`src/rtl/i2c_tgt_pkg.sv`:
```
package i2c_tgt_pkg;
  typedef enum logic [2:0] {
    S_IDLE,   // deselected, waiting for START
    S_ADDR,   // shifting in device address
    S_AACK,   // driving ACK for address
    S_WRX,    // shifting in a write byte
    S_WACK,   // driving ACK for write byte
    S_TX,     // shifting out a read byte
    S_TACK    // sampling controller ACK/NACK
  } tgt_state_e;
endpackage

```
`src/rtl/i2c_tgt_sync.sv`:
```
module i2c_tgt_sync #(
  parameter int W = 2
) (
  input  logic         clk,
  input  logic         rst_n,
  input  logic [W-1:0] d_i,
  output logic [W-1:0] q_o
);
  for (genvar g = 0; g < W; g++) begin : g_bit
    logic meta;
    logic stab;
    always_ff @(posedge clk or negedge rst_n) begin
      if (!rst_n) begin
        meta <= 1'b1;
        stab <= 1'b1;
      end else begin
        meta <= d_i[g];
        stab <= meta;
      end
    end
    assign q_o[g] = stab;
  end
endmodule

```
`src/rtl/i2c_tgt_events.sv`:
```
module i2c_tgt_events (
  input  logic clk,
  input  logic rst_n,
  input  logic scl_s,
  input  logic sda_s,
  output logic scl_rise,
  output logic scl_fall,
  output logic start_c,
  output logic stop_c
);
  logic scl_q, sda_q;

  always_ff @(posedge clk or negedge rst_n) begin
    if (!rst_n) begin
      scl_q <= 1'b1;
      sda_q <= 1'b1;
    end else begin
      scl_q <= scl_s;
      sda_q <= sda_s;
    end
  end

  assign scl_rise = scl_s & ~scl_q;
  assign scl_fall = ~scl_s & scl_q;
  assign start_c  = scl_s & scl_q & sda_q & ~sda_s;
  assign stop_c   = scl_s & scl_q & ~sda_q & sda_s;

  a_r10_events_exclusive: assert property (@(posedge clk) disable iff (!rst_n)
    $countones({scl_rise, scl_fall, start_c, stop_c}) <= 1);
endmodule

```
`src/rtl/i2c_tgt_regs.sv`:
```
module i2c_tgt_regs #(
  parameter int DEPTH = 8,
  parameter int DW    = 8,
  localparam int AW   = $clog2(DEPTH)
) (
  input  logic          clk,
  input  logic          rst_n,
  input  logic          we,
  input  logic [AW-1:0] waddr,
  input  logic [DW-1:0] wdata,
  input  logic [AW-1:0] raddr,
  output logic [DW-1:0] rdata
);
  logic [DEPTH-1:0][DW-1:0] mem;

  for (genvar g = 0; g < DEPTH; g++) begin : g_ent
    logic sel;
    assign sel = we && (waddr == AW'(g));
    always_ff @(posedge clk or negedge rst_n) begin
      if (!rst_n)   mem[g] <= '0;
      else if (sel) mem[g] <= wdata;
    end
  end

  assign rdata = mem[raddr];

  // contents change only in a cycle that follows a write strobe
  a_r4_store_only_on_write: assert property (@(posedge clk) disable iff (!rst_n)
    !$past(we) |-> (mem == $past(mem)));
endmodule

```
`src/rtl/i2c_tgt_drive.sv`:
```
module i2c_tgt_drive #(
  parameter int HOLD_CYC = 4,
  localparam int HC_W    = $clog2(HOLD_CYC + 2)
) (
  input  logic clk,
  input  logic rst_n,
  input  logic scl_fall,
  input  logic want_low,
  input  logic force_rel,
  output logic sda_oe
);
  logic [HC_W-1:0] hcnt, hcnt_n;
  logic            oe_n;

  always_comb begin
    hcnt_n = hcnt;
    oe_n   = sda_oe;
    if (force_rel) begin
      hcnt_n = '0;
      oe_n   = 1'b0;
    end else if (scl_fall) begin
      hcnt_n = HC_W'(HOLD_CYC);
    end else if (hcnt != '0) begin
      hcnt_n = hcnt - 1'b1;
    end else begin
      oe_n = want_low;
    end
  end

  always_ff @(posedge clk or negedge rst_n) begin
    if (!rst_n) begin
      hcnt   <= '0;
      sda_oe <= 1'b0;
    end else begin
      hcnt   <= hcnt_n;
      sda_oe <= oe_n;
    end
  end

  a_r9_release_on_fail: assert property (@(posedge clk) disable iff (!rst_n)
    $past(force_rel) |-> !sda_oe);
  a_r8_hold_after_fall: assert property (@(posedge clk) disable iff (!rst_n)
    (scl_fall && !force_rel) |=> $stable(sda_oe));
endmodule

```
`src/rtl/i2c_reg_target.sv`:
```
module i2c_reg_target #(
  parameter logic [6:0] DEV_ADDR = 7'h51,
  parameter int DEPTH    = 8,
  parameter int DW       = 8,
  parameter int HOLD_CYC = 4,
  localparam int PTR_W   = $clog2(DEPTH),
  localparam int CNT_W   = $clog2(DW + 1)
) (
  input  logic clk,
  input  logic rst_n,
  input  logic scl_i,
  input  logic sda_i,
  input  logic pwr_fail,
  output logic sda_oe
);
  import i2c_tgt_pkg::*;

  // reset: asserted asynchronously, released on a clock edge
  logic rst_m, rst_q;
  always_ff @(posedge clk or negedge rst_n) begin
    if (!rst_n) begin
      rst_m <= 1'b0;
      rst_q <= 1'b0;
    end else begin
      rst_m <= 1'b1;
      rst_q <= rst_m;
    end
  end

  logic scl_s, sda_s, scl_rise, scl_fall, start_c, stop_c;

  i2c_tgt_sync #(.W(2)) u_sync (
    .clk(clk), .rst_n(rst_q), .d_i({scl_i, sda_i}), .q_o({scl_s, sda_s}));

  i2c_tgt_events u_evt (
    .clk(clk), .rst_n(rst_q), .scl_s(scl_s), .sda_s(sda_s),
    .scl_rise(scl_rise), .scl_fall(scl_fall), .start_c(start_c), .stop_c(stop_c));

  tgt_state_e       state, state_n;
  logic [CNT_W-1:0] cnt, cnt_n;
  logic [DW-1:0]    sh, sh_n;
  logic [PTR_W-1:0] ptr, ptr_n, raddr;
  logic             first, first_n, rw, rw_n, ack_seen, ack_n;
  logic             we, ptr_load, want_low;
  logic [DW-1:0]    rdata;

  assign raddr = (state == S_TACK) ? ptr + PTR_W'(1) : ptr;

  i2c_tgt_regs #(.DEPTH(DEPTH), .DW(DW)) u_regs (
    .clk(clk), .rst_n(rst_q), .we(we), .waddr(ptr), .wdata(sh),
    .raddr(raddr), .rdata(rdata));

  always_comb begin
    state_n  = state;
    cnt_n    = cnt;
    sh_n     = sh;
    ptr_n    = ptr;
    first_n  = first;
    rw_n     = rw;
    ack_n    = ack_seen;
    we       = 1'b0;
    ptr_load = 1'b0;
    if (pwr_fail) begin
      state_n = S_IDLE;
    end else if (start_c) begin
      state_n = S_ADDR;
      cnt_n   = '0;
      first_n = 1'b1;
    end else if (stop_c) begin
      state_n = S_IDLE;
    end else begin
      unique case (state)
        S_ADDR, S_WRX: begin
          if (scl_rise && cnt != CNT_W'(DW)) begin
            sh_n  = {sh[DW-2:0], sda_s};
            cnt_n = cnt + 1'b1;
          end else if (scl_fall && cnt == CNT_W'(DW)) begin
            cnt_n = '0;
            if (state == S_WRX) begin
              state_n = S_WACK;
            end else if (sh[DW-1:DW-7] == DEV_ADDR) begin
              state_n = S_AACK;
              rw_n    = sh[0];
            end else begin
              state_n = S_IDLE;
            end
          end
        end
        S_AACK: begin
          if (scl_fall) begin
            cnt_n = '0;
            if (rw) begin
              state_n = S_TX;
              sh_n    = rdata;
            end else begin
              state_n = S_WRX;
            end
          end
        end
        S_WACK: begin
          if (scl_fall) begin
            state_n = S_WRX;
            if (first) begin
              ptr_n    = sh[PTR_W-1:0];
              first_n  = 1'b0;
              ptr_load = 1'b1;
            end else begin
              we    = 1'b1;
              ptr_n = ptr + PTR_W'(1);
            end
          end
        end
        S_TX: begin
          if (scl_fall) begin
            if (cnt == CNT_W'(DW - 1)) begin
              state_n = S_TACK;
              cnt_n   = '0;
            end else begin
              sh_n  = {sh[DW-2:0], 1'b0};
              cnt_n = cnt + 1'b1;
            end
          end
        end
        S_TACK: begin
          if (scl_rise) begin
            ack_n = ~sda_s;
          end else if (scl_fall) begin
            if (ack_seen) begin
              ptr_n   = ptr + PTR_W'(1);
              sh_n    = rdata;
              state_n = S_TX;
            end else begin
              state_n = S_IDLE;
            end
          end
        end
        default: ;
      endcase
    end
  end

  always_ff @(posedge clk or negedge rst_q) begin
    if (!rst_q) begin
      state    <= S_IDLE;
      cnt      <= '0;
      sh       <= '0;
      ptr      <= '0;
      first    <= 1'b0;
      rw       <= 1'b0;
      ack_seen <= 1'b0;
    end else begin
      state    <= state_n;
      cnt      <= cnt_n;
      sh       <= sh_n;
      ptr      <= ptr_n;
      first    <= first_n;
      rw       <= rw_n;
      ack_seen <= ack_n;
    end
  end

  assign want_low = (state == S_AACK) || (state == S_WACK) ||
                    ((state == S_TX) && !sh[DW-1]);

  i2c_tgt_drive #(.HOLD_CYC(HOLD_CYC)) u_drv (
    .clk(clk), .rst_n(rst_q), .scl_fall(scl_fall), .want_low(want_low),
    .force_rel(pwr_fail), .sda_oe(sda_oe));

  // without a pointer load the pointer holds or steps by one
  a_r4_ptr_step: assert property (@(posedge clk) disable iff (!rst_q)
    !$past(ptr_load) |-> (ptr == $past(ptr) || ptr == PTR_W'($past(ptr) + 1'b1)));
  a_r6_nack_keeps_ptr: assert property (@(posedge clk) disable iff (!rst_q)
    (state == S_TACK && scl_fall && !ack_seen) |=> $stable(ptr));
  a_r10_start_restarts: assert property (@(posedge clk) disable iff (!rst_q)
    (start_c && !pwr_fail) |=> (state == S_ADDR && cnt == '0));
  a_r9_no_write_in_fail: assert property (@(posedge clk) disable iff (!rst_q)
    $past(pwr_fail) |-> (state == S_IDLE));
endmodule

```
`config.mk`:
```
export PLATFORM = sky130hd
export DESIGN_NAME = i2c_reg_target
export DESIGN_NICKNAME = d
export VERILOG_FILES = /design/src/rtl/i2c_tgt_pkg.sv /design/src/rtl/i2c_tgt_sync.sv /design/src/rtl/i2c_tgt_events.sv /design/src/rtl/i2c_tgt_regs.sv /design/src/rtl/i2c_tgt_drive.sv /design/src/rtl/i2c_reg_target.sv
export SDC_FILE = /design/constraint.sdc
export NUM_CORES = 1
export LEC_CHECK = 0
export BUFFER_PORTS_ARGS = -buffer_cell sky130_fd_sc_hd__buf_2
export CAP_MARGIN = 10
export CORE_AREA = 2 2 114 116
export CTS_CLUSTER_SIZE = 28
export DETAILED_ROUTE_END_ITERATION = 10
export DIE_AREA = 0 0 116 118
export GPL_ROUTABILITY_DRIVEN = 0
export MAX_ROUTING_LAYER = met4
export PLACE_DENSITY_LB_ADDON = 0.12
export SLEW_MARGIN = 20
export SYNTH_ARGS = -nofsm -noshare
export SYNTH_HDL_FRONTEND = slang
export SYNTH_SLANG_ARGS = --single-unit
```
`constraint.sdc`:
```
create_clock -name clk -period 3.9 [get_ports clk]
set_input_delay 0.585 -clock clk [delete_from_list [all_inputs] [get_ports clk]]
set_output_delay 0.585 -clock clk [all_outputs]
set_load 0.02 [all_outputs]
```
# ---- After elaboration in Yosys (flattened, before gate mapping)
# Cells that the tools add are included.
dict set report totals {
  reg_bits 97
  wordCells 175
  output_inout_bits 1
  inputBits 5
}
dict set report op_classes {
  n_eq_ne 40
  add_sub_neg 3
  reduce_logical 32
  n_bitwise 16
  magnitude_cmp 1
  n_mux 58
}
# op count
set ops {}
lappend ops {{two-way mux 8 bit} 9}
lappend ops {{two-way mux 3 bit} 23}
lappend ops {{inequality test 5 bit (second input constant)} 8}
lappend ops {{case mux 8 bit (4 select lines)} 1}
lappend ops {{two-way mux 4 bit} 7}
lappend ops {{binary-select mux 8 bit (select 3 bit)} 1}
lappend ops {{inequality test 2 bit (second input constant)} 12}
lappend ops {{equality test 3 bit (second input constant)} 7}
lappend ops {{AND reduction 8 bit} 2}
lappend ops {{case mux 3 bit (5 select lines)} 1}
lappend ops {{two-way mux 1 bit} 13}
lappend ops {{equality test 3 x 2 -> 1 bit (second input constant)} 4}
lappend ops {{case mux 4 bit (3 select lines)} 1}
lappend ops {{AND reduction 12 bit} 1}
lappend ops {{logical AND 1 bit} 11}
lappend ops {{inverter 1 bit} 9}
lappend ops {{AND reduction 9 bit} 1}
lappend ops {{inequality test 4 bit (second input constant)} 2}
lappend ops {{nonzero test 4 bit} 2}
lappend ops {{nonzero test 8 bit} 1}
lappend ops {{bitwise AND 1 bit} 7}
lappend ops {{equality test 7 bit (second input constant)} 1}
lappend ops {{equality test 3 x 1 -> 1 bit (second input constant)} 2}
lappend ops {{inequality test 3 bit (second input constant)} 2}
lappend ops {{other kinds (18)} 22}

# ---- Longest topological paths before layout
dict set report depth {
  ltp_word 9
  depth_mapped 10
  ltp_nobuf 7
}

# ---- Hierarchy
# A second synthesis with hierarchy kept.
dict set report unflattened {
  cells_unflattened 374
  area_unflattened_um2 4878.4
}
# module cells_each area_per_inst_um2 seq_area_each_um2 instances
set by_module_without_submodules {}
lappend by_module_without_submodules {i2c_tgt_regs 172 2992.9 1601.5 1}
lappend by_module_without_submodules {i2c_reg_target 170 1466.4 575.6 1}
lappend by_module_without_submodules {i2c_tgt_drive 20 214.0 100.1 1}
lappend by_module_without_submodules {i2c_tgt_sync 6 120.1 105.1 1}
lappend by_module_without_submodules {i2c_tgt_events 6 85.1 52.6 1}

# ---- Least setup slack after synthesis
# OpenSTA, ideal clock, no wires.
dict set report synth_path {
  kind {register to register}
  from {register ptr[1]}
  to {register sh[3]}
  required_ps 3808
  t_arrival_ps 2440
  path_buffers 4
  setup_slack_ps 1368
  path_stages_with_launch 11
  synth_period_minus_slack_ps 2532
  setup_ps 92
  path_cell_list {dfrtp_1 > clkbuf_1 > buf_2 > inv_1 > ha_1 > buf_2 > and4b_1 > clkbuf_1 > a222oi_1 > o221ai_1 > o31ai_2}
}
dict set report synth_via {
  elab_chain_cells 8
  word_cells_on_any_way 10
  classes_between {add/sub: 1; mux: 9}
}
# element line
set synth_rtl {}
lappend synth_rtl {{from (decl)} i2c_reg_target.sv:42} ;# logic [PTR_W-1:0] ptr, ptr_n, raddr;
lappend synth_rtl {{from (signal assigned)} i2c_reg_target.sv:155} ;# ptr <= ptr_n;
lappend synth_rtl {{adder 3 x 1 -> 3 bit} i2c_reg_target.sv:47} ;# assign raddr = (state == S_TACK) ? ptr + PTR_W'(1) : ptr;
lappend synth_rtl {{two-way mux 3 bit (*)} i2c_reg_target.sv:47}
lappend synth_rtl {{binary-select mux 8 bit (select 3 bit) (*)} i2c_tgt_regs.sv:25} ;# assign rdata = mem[raddr];
lappend synth_rtl {{two-way mux 8 bit (implied by the code) (*)} i2c_tgt_regs.sv:25}
lappend synth_rtl {{two-way mux 8 bit} i2c_reg_target.sv:128} ;# if (ack_seen) begin
lappend synth_rtl {{two-way mux 8 bit} i2c_reg_target.sv:127} ;# end else if (scl_fall) begin
lappend synth_rtl {{two-way mux 8 bit} i2c_reg_target.sv:125} ;# if (scl_rise) begin
lappend synth_rtl {{case mux 8 bit (4 select lines) (*)} i2c_reg_target.sv:72} ;# unique case (state)
lappend synth_rtl {{to (signal assigned)} i2c_reg_target.sv:154} ;# sh <= sh_n;
lappend synth_rtl {{to (decl)} i2c_reg_target.sv:41} ;# logic [DW-1:0] sh, sh_n;
# Every way passes the cells marked *; elsewhere a longest branch is shown, timed or not. The select of a mux whose other input is x is not followed.
# A chain may end at the register's enable or synchronous reset.

# ---- Final worst setup path
dict set report layout_path {
  from {register ptr[1]}
  to {register sh[4]}
}
# Same word-level chain as after synthesis.

==> run metrics <==
synthesized area per cell about 11 sq um; Worst-path clk slew ~0.070 ns; Yosys Warn Count 0; crit path DAT 3.25 ns; number of hold buffers added after cts 1; fmax between 0.3 and 0.4 GHz; leading area contributor after synthesis dfrtp_1; Remaining Overflow, GRT 0; CP Buf/Inv Count 1; worst-path cell chain inv_1 > ha_1 > nor2b_1 > mux2_4 > a222oi_1 > o221ai_1 > o31ai_2; ANT nets after route 0; GRT Total Usage approximately a fifth; Cells after DPL 636; post-DP HPWL 8.80 mm; global-route wire length before repair 20.8 mm; CTS H-tree lvls 3; Setup TNS 0 ns; diodes inserted 0; Startpoint Class flop; Cell Pwr Density 363 mW/mm^2; largest family of logic cells by synthesized area multiplexers; Final Setup Violations 0; Post-CTS Setup Inserts 0; drt wl/cell ~19 um; via/cell ratio 5.86; crit-path max FO 16; IO Port Bufs 5; area share of the largest cell type after synthesis a little over two fifths; synth top area cells dfrtp_1 42%, mux2_2 15%, mux2i_1 6.6%; predominant post-synthesis flop cell dfrtp_1; max incr delay on CP approximately 0.75 ns; CTS max path bufs 2; Pre-Repair DR Iteration Count 7; share of layout cells above drive strength 1 between 20% and 30%; Core Rows 41; CTS Buf Count 9; CTS tree yes; Via Count 3826; XOR/XNOR Fraction of Synth Area 0.320%; PostCTS Resize Cnt 0; Final nets 491; slew margin rel. approximately two fifths; crit share post-route 76.8%; max cap viols 0; number of synthesized flops with an enable pin 0; Die W ~120 um; Leak 0.00252 uW; DRT iter0 DRCs about 330; Worst setup EP type flop; synthesis-to-layout area growth 7.43%; Worst Skew 0.00610 ns; asr flop ratio synth 100%; Top Ports 6; worst setup path category reg2reg; Slowest cell on crit path dfrtp_1; pin count of the biggest net entering global routing 50; core area between 0.01 and 0.015 sq mm; Synth Register Bits 97; clock sink count 97; clock root buffer master clkbuf_16; number of global-route vias before repair 3792; Worst Hold Class in2reg; family with the most delay on the worst path compound AO/OA/AOI/OAI gates; Simple-Gate Fraction of Synth Area 12.2%; top-count cell post-synth dfrtp_1; count of final hold-check violations 0; die height 118 um; total routed wirelength 12.6 mm; Post-Syn Area 0.00547 sq mm; Critical Path RT 4.15 ns; outcome finished, final reports clean; clk_lat worst skew 0.35 ns; worst vdd ir 0.000217 V; slew of the pin with the lowest slew margin 0.907 ns; Mapped Cells 488; # DRC 0; Initial Utilization ~44%; initial antenna violation count 0; register area share after synthesis between 40% and 50%; fin crit period 3.00 ns; mux cell area share after synthesis 22.5%; RSZ-0062 raised after global routing no; final cell count without fillers 653; final max-slew violation count 0; die area ~0.014 sq mm; Synth Area in Compound Gates 13.3%; synth cell count leaders 91 x dfrtp_1, 71 x mux2_2, 36 x mux2i_1, 26 x nor2_1, 25 x inv_1; post-synthesis cell type count between 70 and 80; syn nets approximately 500; Post-Synth Adder-Cell Area 2.29%
## flip-flops by register name (all words and copies together), names as in the netlist
signal and flops:
u_evt.sda_q 1, u_drv.hcnt 3, u_sync.g_bit.stab 2, u_sync.g_bit.meta 2
rst_m 1, u_drv.sda_oe 1, u_regs.mem 64, first 1
state 3, rw 1, u_evt.scl_q 1, ptr 3
cnt 4, rst_q 1, sh 8, ack_seen 1
## cells by family after synthesis
family / count (synthesis)
AOI/OAI and AO/OA: 98
xor gates and xnor gates: 2
adders and majority gates: 10
buffers and inverters: 57
DFF: 97
muxes: 111
other: 1
and+or+nand+nor: 112
## final cells by class
class | count | area [sq um]
clock buffers | 10 | 239
clock inverters | 6 | 57.6
fillers | 1185 | 6540
inverters | 25 | 93.8
multi-input cells | 334 | 2780
flip-flops and latches | 97 | 2440
well taps | 172 | 215
repair buffers | 9 | 57.6
## per-layer routing
layer  vias to the layer above  GRT usage, %  wire, um
met3                        17          3.55       420
met1                      1961          28.8      6140
met4                         0          7.29       229
met5                         -             -         0
met2                        71          28.8      5760
li1                       1777             -         -
## layout by cell type, fill, tap and decap left out, types with 6 or more instances in the layout
cell type,n
dfrtp_1,90
nand2_1,15
a21oi_1,14
ha_1,10
dfstp_2,6
a222oi_1,10
nand2b_1,9
o21ai_0,24
nor2_1,26
o221ai_1,6
mux2_2,71
nand3_1,8
clkbuf_16,9
mux2i_1,36
nor2b_1,9
inv_1,25
## report_power, final
group,internal (uW),total [uW],switching (uW)
Combinational,70.4,152,82.1
Sequential,1040,1100,53.6
Clock,510,885,375
## metrics by stage
step	power (uW)	instance area, sq um	worst slack, ns	util, %	hold WS, ns
after floorplan	1220	5470	1.01	-	0.289
after global placement	1260	5570	1.12	44.9	0.340
after detailed placement	1270	5570	0.949	44.9	0.340
after CTS	2160	5880	0.942	47.3	0.323
after global routing	2230	5880	0.738	47.3	0.319
final	2130	5880	0.904	47.3	0.335
## final timing paths
path / from / endpoint / slack (ns) / cells after the start
setup reg to reg: ptr[1] / sh[4] / 0.90 / 7
min in group asynchronous: rst_q / ptr[0] / 0.35 / 0
hold reg to reg: rst_q / ptr[0] / 0.35 / 0
hold / removal: sda_i / u_sync.g_bit[0].meta / 0.34 / 1
max in group asynchronous: rst_q / sh[5] / 2.53 / 1
setup / recovery: ptr[1] / sh[4] / 0.90 / 7
Note: power is estimated with default switching activity, not from simulation.
